### src/rtl/gbn_pkg.sv
package gbn_pkg;
  localparam int unsigned SEQ_W = 4;
  localparam int unsigned SEQ_N = 1 << SEQ_W;
  typedef logic [SEQ_W-1:0] seq_t;
  typedef enum logic {FB_POS = 1'b0, FB_NEG = 1'b1} fb_kind_e;
endpackage

### src/rtl/gbn_slot_store.sv
module gbn_slot_store
  import gbn_pkg::*;
#(
  parameter int unsigned DATA_W = 8
) (
  input  logic              clk_i,
  input  logic              rst_ni,
  input  logic              wr_en_i,
  input  seq_t              wr_idx_i,
  input  logic [DATA_W-1:0] wr_data_i,
  input  seq_t              rd_idx_i,
  output logic [DATA_W-1:0] rd_data_o
);
  logic [DATA_W-1:0] slot_q [SEQ_N];

  for (genvar g = 0; g < SEQ_N; g++) begin : g_slot
    always_ff @(posedge clk_i or negedge rst_ni) begin
      if (!rst_ni)                                   slot_q[g] <= '0;
      else if (wr_en_i && (wr_idx_i == seq_t'(g)))   slot_q[g] <= wr_data_i;
    end
  end

  assign rd_data_o = slot_q[rd_idx_i];
endmodule

### src/rtl/gbn_retry_timer.sv
module gbn_retry_timer #(
  parameter int unsigned TMO_W = 12
) (
  input  logic             clk_i,
  input  logic             rst_ni,
  input  logic             armed_i,
  input  logic             restart_i,
  input  logic [TMO_W-1:0] limit_i,
  output logic             expire_o
);
  logic [TMO_W-1:0] cnt_q;

  assign expire_o = armed_i && (limit_i != '0) && (cnt_q >= limit_i - 1'b1);

  always_ff @(posedge clk_i or negedge rst_ni) begin
    if (!rst_ni)                              cnt_q <= '0;
    else if (!armed_i || restart_i || expire_o) cnt_q <= '0;
    else if (cnt_q != '1)                     cnt_q <= cnt_q + 1'b1;
  end

  // limit unchanged since last cycle: count never passes it
  assert_timer_bound_R7: assert property (@(posedge clk_i) disable iff (!rst_ni)
    (limit_i != '0) && $stable(limit_i) |-> cnt_q <= limit_i - 1'b1);

  assert_timer_off_R8: assert property (@(posedge clk_i) disable iff (!rst_ni)
    (limit_i == '0) |-> !expire_o);
endmodule

### src/rtl/gbn_window_ctrl.sv
module gbn_window_ctrl
  import gbn_pkg::*;
#(
  parameter int unsigned WIN = 4
) (
  input  logic clk_i,
  input  logic rst_ni,
  input  logic in_valid_i,
  output logic in_ready_o,
  output logic push_o,
  output seq_t push_idx_o,
  input  logic tx_ready_i,
  output logic tx_valid_o,
  output seq_t tx_idx_o,
  input  logic ack_valid_i,
  input  logic ack_nak_i,
  input  seq_t ack_seq_i,
  input  logic expire_i,
  output logic armed_o,
  output logic base_move_o
);
  localparam seq_t WIN_S = seq_t'(WIN);

  seq_t base_q, next_q, snd_q;
  seq_t n_out, n_sent, ack_off;
  logic ack_ok, pos_ok, neg_ok, tmo_rew, tx_fire;

  assign n_out   = next_q - base_q;
  assign n_sent  = snd_q - base_q;
  assign ack_off = ack_seq_i - base_q;

  assign ack_ok  = ack_valid_i && (ack_off < n_sent);
  assign pos_ok  = ack_ok && (fb_kind_e'(ack_nak_i) == FB_POS);
  assign neg_ok  = ack_ok && (fb_kind_e'(ack_nak_i) == FB_NEG);
  assign tmo_rew = expire_i && !ack_ok;

  assign in_ready_o = n_out < WIN_S;
  assign push_o     = in_valid_i && in_ready_o;
  assign push_idx_o = next_q;

  assign tx_valid_o = snd_q != next_q;
  assign tx_idx_o   = snd_q;
  assign tx_fire    = tx_valid_o && tx_ready_i;

  assign armed_o     = n_sent != '0;
  assign base_move_o = ack_ok;

  always_ff @(posedge clk_i or negedge rst_ni) begin
    if (!rst_ni) begin
      base_q <= '0;
      next_q <= '0;
      snd_q  <= '0;
    end else begin
      if (push_o) next_q <= next_q + 1'b1;
      if (pos_ok)      base_q <= ack_seq_i + 1'b1;
      else if (neg_ok) base_q <= ack_seq_i;
      if (neg_ok)       snd_q <= ack_seq_i;
      else if (tmo_rew) snd_q <= base_q;
      else if (tx_fire) snd_q <= snd_q + 1'b1;
    end
  end

  assert_window_limit_R3: assert property (@(posedge clk_i) disable iff (!rst_ni)
    n_out <= WIN_S);

  assert_sent_in_store_R2: assert property (@(posedge clk_i) disable iff (!rst_ni)
    n_sent <= n_out);

  assert_tx_step_R2: assert property (@(posedge clk_i) disable iff (!rst_ni)
    tx_fire && !ack_ok && !expire_i |=> snd_q == $past(snd_q) + 1'b1);

  assert_pos_base_R4: assert property (@(posedge clk_i) disable iff (!rst_ni)
    pos_ok |=> base_q == $past(ack_seq_i) + 1'b1);

  assert_ignore_R5: assert property (@(posedge clk_i) disable iff (!rst_ni)
    ack_valid_i && !ack_ok && !expire_i |=> $stable(base_q));

  assert_neg_rewind_R6: assert property (@(posedge clk_i) disable iff (!rst_ni)
    neg_ok |=> (snd_q == $past(ack_seq_i)) && (base_q == $past(ack_seq_i)));

  assert_tmo_rewind_R7: assert property (@(posedge clk_i) disable iff (!rst_ni)
    expire_i && !ack_valid_i |=> snd_q == base_q);
endmodule

### src/rtl/gbn_sender.sv
module gbn_sender
  import gbn_pkg::*;
#(
  parameter int unsigned DATA_W = 8,
  parameter int unsigned WIN    = 4,
  parameter int unsigned TMO_W  = 12
) (
  input  logic              clk_i,
  input  logic              rst_ni,
  input  logic              in_valid_i,
  input  logic [DATA_W-1:0] in_data_i,
  output logic              in_ready_o,
  output logic              tx_valid_o,
  output logic [DATA_W-1:0] tx_data_o,
  output logic [3:0]        tx_seq_o,
  input  logic              tx_ready_i,
  input  logic              ack_valid_i,
  input  logic              ack_nak_i,
  input  logic [3:0]        ack_seq_i,
  input  logic [TMO_W-1:0]  timeout_i
);
  logic push, armed, expire, base_move;
  seq_t push_idx, tx_idx;

  gbn_window_ctrl #(.WIN(WIN)) u_ctrl (
    .clk_i, .rst_ni,
    .in_valid_i, .in_ready_o,
    .push_o(push), .push_idx_o(push_idx),
    .tx_ready_i, .tx_valid_o, .tx_idx_o(tx_idx),
    .ack_valid_i, .ack_nak_i, .ack_seq_i(seq_t'(ack_seq_i)),
    .expire_i(expire), .armed_o(armed), .base_move_o(base_move)
  );

  gbn_slot_store #(.DATA_W(DATA_W)) u_store (
    .clk_i, .rst_ni,
    .wr_en_i(push), .wr_idx_i(push_idx), .wr_data_i(in_data_i),
    .rd_idx_i(tx_idx), .rd_data_o(tx_data_o)
  );

  gbn_retry_timer #(.TMO_W(TMO_W)) u_timer (
    .clk_i, .rst_ni,
    .armed_i(armed), .restart_i(base_move), .limit_i(timeout_i),
    .expire_o(expire)
  );

  assign tx_seq_o = tx_idx;

  assert_reset_idle_R1: assert property (@(posedge clk_i) disable iff (!rst_ni)
    $rose(rst_ni) |-> !tx_valid_o);
endmodule

### config.mk
export PLATFORM = sky130hd
export DESIGN_NAME = gbn_sender
export DESIGN_NICKNAME = d
export VERILOG_FILES = /design/src/rtl/gbn_pkg.sv /design/src/rtl/gbn_slot_store.sv /design/src/rtl/gbn_retry_timer.sv /design/src/rtl/gbn_window_ctrl.sv /design/src/rtl/gbn_sender.sv
export SDC_FILE = /design/constraint.sdc
export NUM_CORES = 1
export LEC_CHECK = 0
export ABC_CLOCK_PERIOD_IN_PS = 6000
export BUFFER_PORTS_ARGS = -buffer_cell sky130_fd_sc_hd__buf_2
export CAP_MARGIN = 20
export CORE_MARGIN = 2
export CORE_UTILIZATION = 55
export CTS_CLUSTER_DIAMETER = 60
export CTS_CLUSTER_SIZE = 12
export DETAILED_ROUTE_END_ITERATION = 10
export HOLD_SLACK_MARGIN = 0.12
export PLACE_DENSITY_LB_ADDON = 0.1
export SYNTH_ARGS = -nofsm -noshare
export SYNTH_HDL_FRONTEND = slang
export SYNTH_SLANG_ARGS = --single-unit
### constraint.sdc
create_clock -name clk_i -period 6 [get_ports clk_i]
set_input_delay 0.6 -clock clk_i [delete_from_list [all_inputs] [get_ports clk_i]]
set_output_delay 0.6 -clock clk_i [all_outputs]
set_load 0.01 [all_outputs]
## Word-level counts from Yosys, hierarchy flattened

Cells that the tools add are included.

- Input bits: 30
- Logic and storage cells: 95
- Register bits after elaboration: 152
- Output and inout port bits: 14

- Reductions and logical operators: 34
- Add/sub/neg operators: 8
- Bitwise operators: 2
- Magnitude comparators: 4
- Mux-type cells: 10
- Eq/ne operators: 17

Operators with widths:

| operator | count |
|---|---|
| binary-select mux 8 bit (select 4 bit) | 1 |
| == test 4 bit (second input constant) | 8 |
| logical AND 1 bit | 24 |
| 2-to-1 mux 12 bit | 2 |
| 2-to-1 mux 4 bit | 5 |
| == test 4 x 3 -> 1 bit (second input constant) | 4 |
| 2-to-1 mux 8 bit | 2 |
| adder 12 x 1 -> 12 bit (second input constant) | 1 |
| adder 4 x 1 -> 4 bit (second input constant) | 3 |
| >= comparator 12 bit | 1 |
| inequality test 12 bit (second input constant) | 1 |
| nonzero test 12 bit | 1 |
| subtractor 12 x 1 -> 12 bit (second input constant) | 1 |
| subtractor 4 bit | 3 |
| == test 4 x 2 -> 1 bit (second input constant) | 2 |
| >= comparator 5 bit (second input constant) | 1 |
| inverter 4 -> 5 bit | 1 |
| == test 4 x 1 -> 1 bit (second input constant) | 1 |
| zero test 4 bit | 1 |
| less-than comparator 4 x 3 -> 1 bit (second input constant) | 1 |
| less-than comparator 4 bit | 1 |
| inequality test 4 bit | 1 |
| nonzero test 2 bit | 2 |
| nonzero test 4 bit | 1 |
| other kinds (4) | 6 |

## Depth between registers and ports, before layout

Gate-level depths: netlist (run 1).

- Word-level depth: 7
- Mapped depth: 14
- Gate-level depth less buffers: 13

## Modules after synthesis

From an unflattened synthesis (run 1), not the netlist that was laid out.

- Cell total of the unflattened synthesis: 622
- Area, all modules: 8204.1 um^2

By module, submodules not included:

| module | sequential area each (um^2) | area each (um^2) | times used | cells each |
|---|---|---|---|---|
| gbn_slot_store | 3203.1 | 5809.3 | 1 | 364 |
| gbn_retry_timer | 300.3 | 1255.0 | 1 | 136 |
| gbn_window_ctrl | 300.3 | 1139.8 | 1 | 122 |

## Worst setup path after synthesis (run 1)

No wires, ideal clock.

- Path kind: in2reg
- From: input port timeout_i[0]
- To: register u_timer.cnt_q[0]
- Data arrival time: 3.190 ns
- Required time: 5.868 ns
- Setup slack: 2.678 ns
- Buffers on the path: 1
- Library setup time: 0.132 ns
- Cell stages on the path: 14
- Cell sequence: inv_1 ha_1 nor3b_1 nand3b_1 nor4_1 xnor2_1 ha_1 and4_1 o211ai_1 a2bb2oi_1 a21oi_1 nand2b_1 clkbuf_1 nor2_1

- Cells in the longest elaborated chain, start to end: 5
- Elaborated cells between the ends (all ways): 8
- Classes of those cells: add/sub: 1; order compare: 1; mux: 1; reduce/logical: 5

Ends and longest elaborated chain:

| element | line | source |
|---|---|---|
| start, declared | gbn_sender.sv:20 | `input logic [TMO_W-1:0] timeout_i` |
| subtractor 12 x 1 -> 12 bit or nonzero test 12 bit (tied branches) | gbn_retry_timer.sv:13 | `assign expire_o = armed_i && (limit_i != '0) && (cnt_q >= limit_i - 1'b1);` |
| >= comparator 12 bit or logical AND 1 bit (tied branches) | gbn_retry_timer.sv:13 |  |
| logical AND 1 bit (*) | gbn_retry_timer.sv:13 |  |
| logical OR 1 bit (*) | gbn_retry_timer.sv:17 | `else if (!armed_i \|\| restart_i \|\| expire_o) cnt_q <= '0;` |
| 2-to-1 mux 12 bit or nonzero test 2 bit (tied branches) | -- |  |
| end signal, assigned | gbn_retry_timer.sv:18 | `else if (cnt_q != '1) cnt_q <= cnt_q + 1'b1;` |
| end, declared | gbn_retry_timer.sv:11 | `logic [TMO_W-1:0] cnt_q;` |

Mark *: on every way between the ends. The rest lies on a longest branch, timed or not.
A chain may end at the register's enable or synchronous reset.

## Worst setup path after layout (run 1)

- From: register u_ctrl.snd_q[2], in the netlist u_ctrl.tx_idx_o[2]
- To: register u_timer.cnt_q[8]

- Cells in the longest elaborated chain, start to end: 6
- Elaborated cells between the ends (all ways): 11
- Classes of those cells: add/sub: 1; order compare: 1; mux: 1; reduce/logical: 8

Ends and longest elaborated chain:

| element | line | source |
|---|---|---|
| start, declared | gbn_window_ctrl.sv:24 | `seq_t base_q, next_q, snd_q;` |
| start signal, assigned | gbn_window_ctrl.sv:57 | `if (neg_ok) snd_q <= ack_seq_i;` |
| start signal, assigned | gbn_window_ctrl.sv:58 | `else if (tmo_rew) snd_q <= base_q;` |
| start signal, assigned | gbn_window_ctrl.sv:59 | `else if (tx_fire) snd_q <= snd_q + 1'b1;` |
| subtractor 4 bit (*) | gbn_window_ctrl.sv:29 | `assign n_sent = snd_q - base_q;` |
| less-than comparator 4 bit or nonzero test 4 bit (tied branches) | gbn_window_ctrl.sv:32, gbn_window_ctrl.sv:45 |  |
| logical AND 1 bit (tied with other cells) | gbn_window_ctrl.sv:32 | `assign ack_ok = ack_valid_i && (ack_off < n_sent);` |
| logical OR 1 bit or logical AND 1 bit (tied branches) | gbn_retry_timer.sv:17, gbn_retry_timer.sv:13 |  |
| logical OR 1 bit (*) | gbn_retry_timer.sv:17 |  |
| 2-to-1 mux 12 bit or nonzero test 2 bit (tied branches) | -- |  |

Marks and branches as above.

==> out/metrics.yaml, run 1 <==
run_status:
  outcome: "complete, no violations"
logic_synthesis:
  yosysWarnings: 0
  syn_nets: 656
  synthFlopType: "dfrtp_1"
  ys_seq_area_share_pct: 44.2
  synth_edf_count: 0
  yosysMostFrequentCell: "dfrtp_1"
  synth-async-reset-ratio_pct: 100
  yosysTopAreaCellShare_pct: 44.2
  synth_area_um2: 8600
  synth-seq-cells: 152
  synth_area_leaders: "dfrtp_1 44%, mux2_4 21%, mux4_2 10%"
  synth_area_per_cell_um2: 14.5
  syn_inst: 593
  synth_common_cells: "152 x dfrtp_1, 121 x mux2_4, 40 x mux4_2, 31 x ha_1, 28 x nor2_1"
  ys_types: 48
  synth_top_cell_by_area: "dfrtp_1"
power_and_ir_drop:
  p_leak_uw: 0.00432
  power.density_nw_per_um2: 537
  ir_worst_vdd_mv: 0.264
  power_uw: 5030
timing:
  tightest_slew_ns: 0.989
  post-route-period-util_pct: 68.3
  maxSlewViolCount: 0
  rsz0062_at_grt: "false"
  hold_violations: 0
  period_minus_slack_ns: 4.10
  max_slew_margin_pct: 33.4
  setup_viol: 0
  fin_setup_tns_ns: 0
  clock.fmax_mhz: 244
  finClkSkew_ns: 0.0132
die:
  coreArea_um2: 15300
  die_area_um2: 16700
  rows: 45
  pin_count: 44
  dieWidth_um: 129
  die_h_um: 129
  start_util_pct: 56.4
global_route:
  use_met3_pct: 5.66
  antenna_found_initial: 1
  use_met1_pct: 34.5
  grt_pass1_wl_um: 29500
  grt_max_degree: 89
  grtUsageTotal_pct: 23.8
  grt_pass1_vias: 5292
  grt_overflow: 0
  use_met2_pct: 36.1
  top_usage_layer: "met2"
drt:
  drtIter0Drc: 270
  dr_total_vias: 4907
  routed_via_density: 5.83
  wl_per_cell_um: 21.3
  ant_nets: 0
  drc: 0
  wirelength_um: 18000
  first_pass_iters: 4
clock_network:
  clock-sinks: 152
  path_clk_slew_ns: 0.06
  cts_resized: 0
  root_buffer: "clkbuf_16"
  cts_tree: "yes"
  cts-buffers-inserted: 17
  clock_path_buffers: 2
  hold_buffers: 0
  insertion_delay_ns: 0.43
  cts_setup_buffers: 0
  cts.htree.levels: 4
cells_and_area:
  drive_gt1_share_pct: 41.7
  antennaDiodeCount: 0
  seq_area_um2: 3810
  fin_nets: 681
  fillers: 1142
  area_growth_pct: 8.99
  multiInputGateArea_um2: 4440
  postLayoutCellArea_um2: 9370
placement:
  dpl-instance-area_um2: 8820
  gp_congestion: 0.828
  io_buffers: 43
  hpwlAfterDp_um: 11500
setup_path:
  cp-start-kind: "register"
  cp-end-kind: "register"
  crit_type: "register to register"
  crit_arrival_ns: 4.43
  crit_top_cell: "ha_1"
  cp_cell_sequence: "ha_1, a21o_1, a31oi_1, xnor2_1, ha_1, nand2_1, o21ai_0, a21boi_1, nand2b_1, nor3_1"
  cp_slowest_cell: "dfrtp_1"
  critPathRequiredTime_ns: 6.33
  worst-path-max-fanout: 13
  slowest_delay_ns: 0.80
hold_path:
  hp-class: "primary input to async pin"
job:
  drv_cap: 0
stage by stage:
stage / instances / setup slack (ns) / hold WS (ns) / util, %
after floorplan: 593 / 2.68 / 0.304 / -
after global placement: 810 / 2.10 / 0.475 / 57.8
after detailed placement: 810 / 1.91 / 0.489 / 57.8
after CTS: 842 / 1.89 / 0.264 / 61.4
after global routing: 842 / 1.49 / 0.295 / 61.4
final: 842 / 1.90 / 0.228 / 61.4
critical path, delay by kind of cell, from the launching register on:
family | cells | cell delay, ns
AOI/OAI and AO/OA | 4 | 1.67
xor gates and xnor gates | 1 | 0.12
adders and majority gates | 2 | 0.68
DFF | 1 | 0.80
and+or+nand+nor | 3 | 0.73
logic make-up after synthesis:
kind of cell	synth area share, %
buffers and inverters	4.15
adder cells (fa/ha/maj)	4.98
flip-flops	44.2
AND/OR/NAND/NOR	6.40
multiplexers	33.1
XOR/XNOR	3.87
AO/OA/AOI/OAI	3.27
state kept, by name, indices dropped and copies added (netlist names):
name / cells
u_ctrl.base_q: 4
u_ctrl.push_idx_o: 4
u_ctrl.tx_idx_o: 4
u_store.slot_q: 128
u_timer.cnt_q: 12
cell type report:
class	instances	area share (%)
sequential	152	40.6
tap	211	2.82
multi-input combinational	383	47.4
clock buffer	18	4.68
inverter	18	0.721
clock inverter	14	1.20
timing repair buffer	46	2.60
final timing paths:
path                                    start                 end  slack, ns  depth (start not counted)
max                        u_ctrl.tx_idx_o[2]    u_timer.cnt_q[8]       1.90                         10
min                                    rst_ni  u_store.slot_q[97]       0.23                          1
max reg2reg                u_ctrl.tx_idx_o[2]    u_timer.cnt_q[8]       1.90                         10
min reg2reg                u_store.slot_q[32]  u_store.slot_q[32]       0.51                          1
max in group asynchronous              rst_ni  u_ctrl.tx_idx_o[0]       4.40                          2
min in group clk_i               ack_seq_i[2]  u_ctrl.tx_idx_o[2]       0.48                          3
cell usage in the layout, fill, tap and decap left out, types with 3 or more instances in the layout:
| cell | count |
|---|---|
| dfrtp_1 | 150 |
| mux2_4 | 121 |
| buf_2 | 42 |
| mux4_2 | 40 |
| ha_1 | 31 |
| nor2_1 | 28 |
| xnor2_1 | 26 |
| inv_1 | 18 |
| clkbuf_16 | 17 |
| nand2_1 | 16 |
| xor2_1 | 12 |
| a21oi_1 | 11 |
| and3_1 | 10 |
| and3_4 | 8 |
| mux2_2 | 8 |
| nand4_1 | 7 |
| nor3_1 | 6 |
| o21ai_0 | 6 |
| inv_6 | 6 |
| a21o_1 | 5 |
| nand2b_1 | 5 |
| nand3_1 | 4 |
| mux2i_1 | 4 |
| clkinv_2 | 4 |
| nor4_1 | 3 |
| nor2b_1 | 3 |
| a211oi_1 | 3 |
| buf_4 | 3 |
where the power goes:
group / total [µW] / switching (µW) / internal [µW]
registers: 1760 / 309 / 1450
clock network: 1010 / 455 / 551
logic: 2260 / 978 / 1290
total: 5030 / 1740 / 3290
metal layers:
metal / up-vias / routed length [µm]
li1: 2201 / -
met1: 2598 / 8570
met2: 88 / 8350
met3: 18 / 811
met4: 2 / 225
met5: - / 12
Note: power is estimated with default switching activity, not from simulation.
==> run 2: changes to the inputs <==
- ABC_AREA: unset -> 1
- ABC_CLOCK_PERIOD_IN_PS: 6000 -> 3330
- clock period: 6 -> 3.33 ns (I/O delays scaled with it)
==> run 2 against run 1 <==
Against the previous run: highest routed layer is now met4; worst hold slack worse by 0.0036 ns; non-clock buffer count is 6 higher; synthesized area is 5.3% lower.
==> out/metrics.yaml, run 2 <==
global_route:
  grt_max_degree: 71  # was 89
  grt_pass1_vias: 6177  # was 5,292
  grtUsageTotal_pct: 24.5  # was 23.8%
  grt_overflow: 0  # unchanged
  grt_pass1_wl_um: 31200  # was 29,500 µm
  antenna_found_initial: 0  # was 1
logic_synthesis:
  synthFlopType: "dfrtp_1"  # unchanged
  synth_area_um2: 8150  # was 8600 µm²
  syn_inst: 941  # was 593
  synth-async-reset-ratio_pct: 100  # unchanged
  synth_top_cell_by_area: "dfrtp_1"  # unchanged
  ys_types: 36  # was 48
  syn_nets: 1004  # was 656
  synth-seq-cells: 152  # unchanged
  synth_area_leaders: "dfrtp_1 47%, nand2_1 9.1%, o21ai_0 5.8%"  # was dfrtp_1 44%, mux2_4 21%, mux4_2 10%
  yosysWarnings: 0  # unchanged
  yosysMostFrequentCell: "nand2_1"  # was dfrtp_1
  yosysTopAreaCellShare_pct: 46.7  # was 44.2%
  ys_seq_area_share_pct: 46.7  # was 44.2%
  synth_common_cells: "197 x nand2_1, 152 x dfrtp_1, 94 x o21ai_0, 83 x nor2_1, 75 x o21ai_1"  # was 152 x dfrtp_1, 121 x mux2_4, 40 x mux4_2, 31 x ha_1, 28 x nor2_1
  synth_edf_count: 0  # unchanged
  synth_area_per_cell_um2: 8.66  # was 14.5 µm²
timing:
  setup_ws_ns: 0.470  # was 1.90 ns
  post-route-period-util_pct: 85.9  # was 68.3%
  finClkSkew_ns: 0.00725  # was 0.0132 ns
  period_minus_slack_ns: 2.86  # was 4.10 ns
  setup_viol: 0  # unchanged
  max_slew_margin_pct: 37.9  # was 33.4%
  hold_violations: 0  # unchanged
  tightest_slew_ns: 0.931  # was 0.989 ns
  clock.fmax_mhz: 350  # was 244 MHz
  maxSlewViolCount: 0  # unchanged
  fin_setup_tns_ns: 0  # unchanged
  rsz0062_at_grt: "false"  # unchanged
job:
  drv_cap: 0  # unchanged
clock_network:
  cts-buffers-inserted: 17  # unchanged
  path_clk_slew_ns: 0.06  # about the same
  cts_tree: "yes"  # unchanged
  cts_setup_buffers: 0  # unchanged
  clock_path_buffers: 2  # unchanged
  cts.htree.levels: 4  # unchanged
  insertion_delay_ns: 0.43  # about the same
  clock-sinks: 152  # unchanged
  root_buffer: "clkbuf_16"  # unchanged
setup_path:
  r2r_start: "u_ctrl.base_q[2]"  # was u_ctrl.tx_idx_o[2]
  cp-end-kind: "register"  # unchanged
  cp-startpoint: "u_ctrl.base_q[2]"  # was u_ctrl.tx_idx_o[2]
  crit_arrival_ns: 3.18  # was 4.43 ns
  cp-start-kind: "register"  # unchanged
  crit_type: "register to register"  # unchanged
  critPathRequiredTime_ns: 3.65  # was 6.33 ns
  worst-path-max-fanout: 7  # was 13
die:
  die_area_um2: 15800  # was 16,700 µm²
  dieWidth_um: 126  # was 129 µm
  rows: 44  # was 45
  die_h_um: 126  # was 129 µm
  coreArea_um2: 14500  # was 15,300 µm²
  pin_count: 44  # unchanged
  start_util_pct: 56.3  # was 56.4%
placement:
  gp_congestion: 0.841  # was 0.828
  hpwlAfterDp_um: 11900  # was 11,500 µm
  pre_cts_ws_ns: 0.121  # was 1.91 ns
  io_buffers: 43  # unchanged
drt:
  routed_via_density: 5.54  # was 5.83
  wl_per_cell_um: 15.8  # was 21.3 µm
  dr_total_vias: 6410  # was 4,907
  first_pass_iters: 5  # was 4
  drtIter0Drc: 364  # was 270
  ant_nets: 0  # unchanged
  drc: 0  # unchanged
  wirelength_um: 18300  # was 18,000 µm
power_and_ir_drop:
  ir_worst_vdd_mv: 0.458  # was 0.264 mV
  power_frac_clock_pct: 21.7  # was 20.0%
  netSwitchingFraction_pct: 41.7  # was 34.6%
  intPower_uw: 5200  # was 3290 µW
  seqPwrFrac_pct: 33.1  # was 35.0%
  comb_power_share_pct: 45.2  # was 45.0%
  p_leak_uw: 0.00426  # was 0.00432 µW
  power_uw: 8920  # was 5030 µW
  power.density_nw_per_um2: 990  # was 537 nW/µm²
  p_sw_uw: 3720  # was 1740 µW
hold_path:
  hp-class: "primary input to register"  # was primary input to async pin
  hold_start: "ack_nak_i"
cells_and_area:
  post-route-util_pct: 62.2  # was 61.4%
  reg_top3: "u_store.slot_q (128), u_timer.cnt_q (12)"  # unchanged
  fillers: 1280  # was 1,142
  antennaDiodeCount: 0  # unchanged
  layout_commonest_cell: "nand2_1"  # was dfrtp_1
  layout_common_cells: "197 x nand2_1, 150 x dfrtp_1, 94 x o21ai_0, 83 x nor2_1, 75 x o21ai_1"  # was 150 x dfrtp_1, 121 x mux2_4, 42 x buf_2, 40 x mux4_2, 31 x ha_1
  largest_reg_flops: 128  # unchanged
  fin_nets: 1024  # was 681
  largest-register: "u_store.slot_q"  # unchanged
  drive_gt1_share_pct: 10.9  # was 41.7%
  area_growth_pct: 10.5  # was 8.99%
run_status:
  outcome: "complete, no violations"  # unchanged
==> run 2: path summary, 6_finish.rpt <==
check                                      endpoint  slack, ns  cells after the start
worst min register to register  u_store.slot_q[109]       0.48                      2
max in group asynchronous        u_store.slot_q[82]       2.03                      3
worst min-delay path               u_ctrl.base_q[1]       0.22                      4
worst max-delay path             u_ctrl.tx_idx_o[3]       0.47                     14
min in group asynchronous       u_store.slot_q[118]       0.44                      2
worst max register to register   u_ctrl.tx_idx_o[3]       0.47                     14
==> run 2: layout make-up <==
type	instances	area (µm²)	share of cell area, %
Clock inverter	7	90.1	1.00
Timing Repair Buffer	52	304	3.38
Tap cell	184	230	2.56
Clock buffer	25	505	5.62
Inverter	67	254	2.82
Sequential cell	152	3810	42.3
Multi-Input combinational cell	671	3810	42.3
==> run 2: power groups by stage <==
stage	sequential [µW]	combinational [µW]	clock (µW)
finish	2950	4030	1930
global route	3030	4590	2040
CTS	2940	4050	1960
detailed placement	2960	4030	0
global placement	2950	3960	0
floorplan	2860	3100	0
==> run 2: repair_timing <==
action,4_1_cts,5_1_grt
endpoints found under the hold margin,58,0
hold buffers,1,0
gates resized for setup,0,0
==> run 2: stage by stage <==
step	std cells	area (µm²)	hold WS (ns)
2_1_floorplan	941	8150	0.0374
3_3_place_gp	1125	8400	0.350
3_5_place_dp	1125	8400	0.345
4_1_cts	1158	9000	0.217
5_1_grt	1158	9000	0.258
6_report	1158	9000	0.224
==> run 2: metal layers <==
layer	GRT usage (%)	up-vias	share of wire, %
met4	8.04	0	1.9
met3	3.95	25	4.1
met2	39.1	128	47
met5	0	-	0
met1	34.4	3036	47
li1	-	3221	-
==> run 2: critical path: stages (launching register included) <==
cell	delay, ns
dfrtp_1	0.38
inv_1	0.16
ha_1	0.30
a21oi_1	0.19
nand3_1	0.13
nand2_1	0.08
inv_1	0.04
ha_1	0.30
a21oi_1	0.16
nand3_1	0.12
nor2_1	0.25
inv_1	0.18
or2_2	0.31
nand3_1	0.08
nand2_1	0.05
==> run 2: kinds of logic after synthesis <==
kind of cell | share of synthesized area [%]
compound gates | 15.6
xor+xnor | 3.22
fa+ha+maj | 5.25
buf+inv | 6.53
flops | 46.7
mux | 2.95
simple gates | 19.8
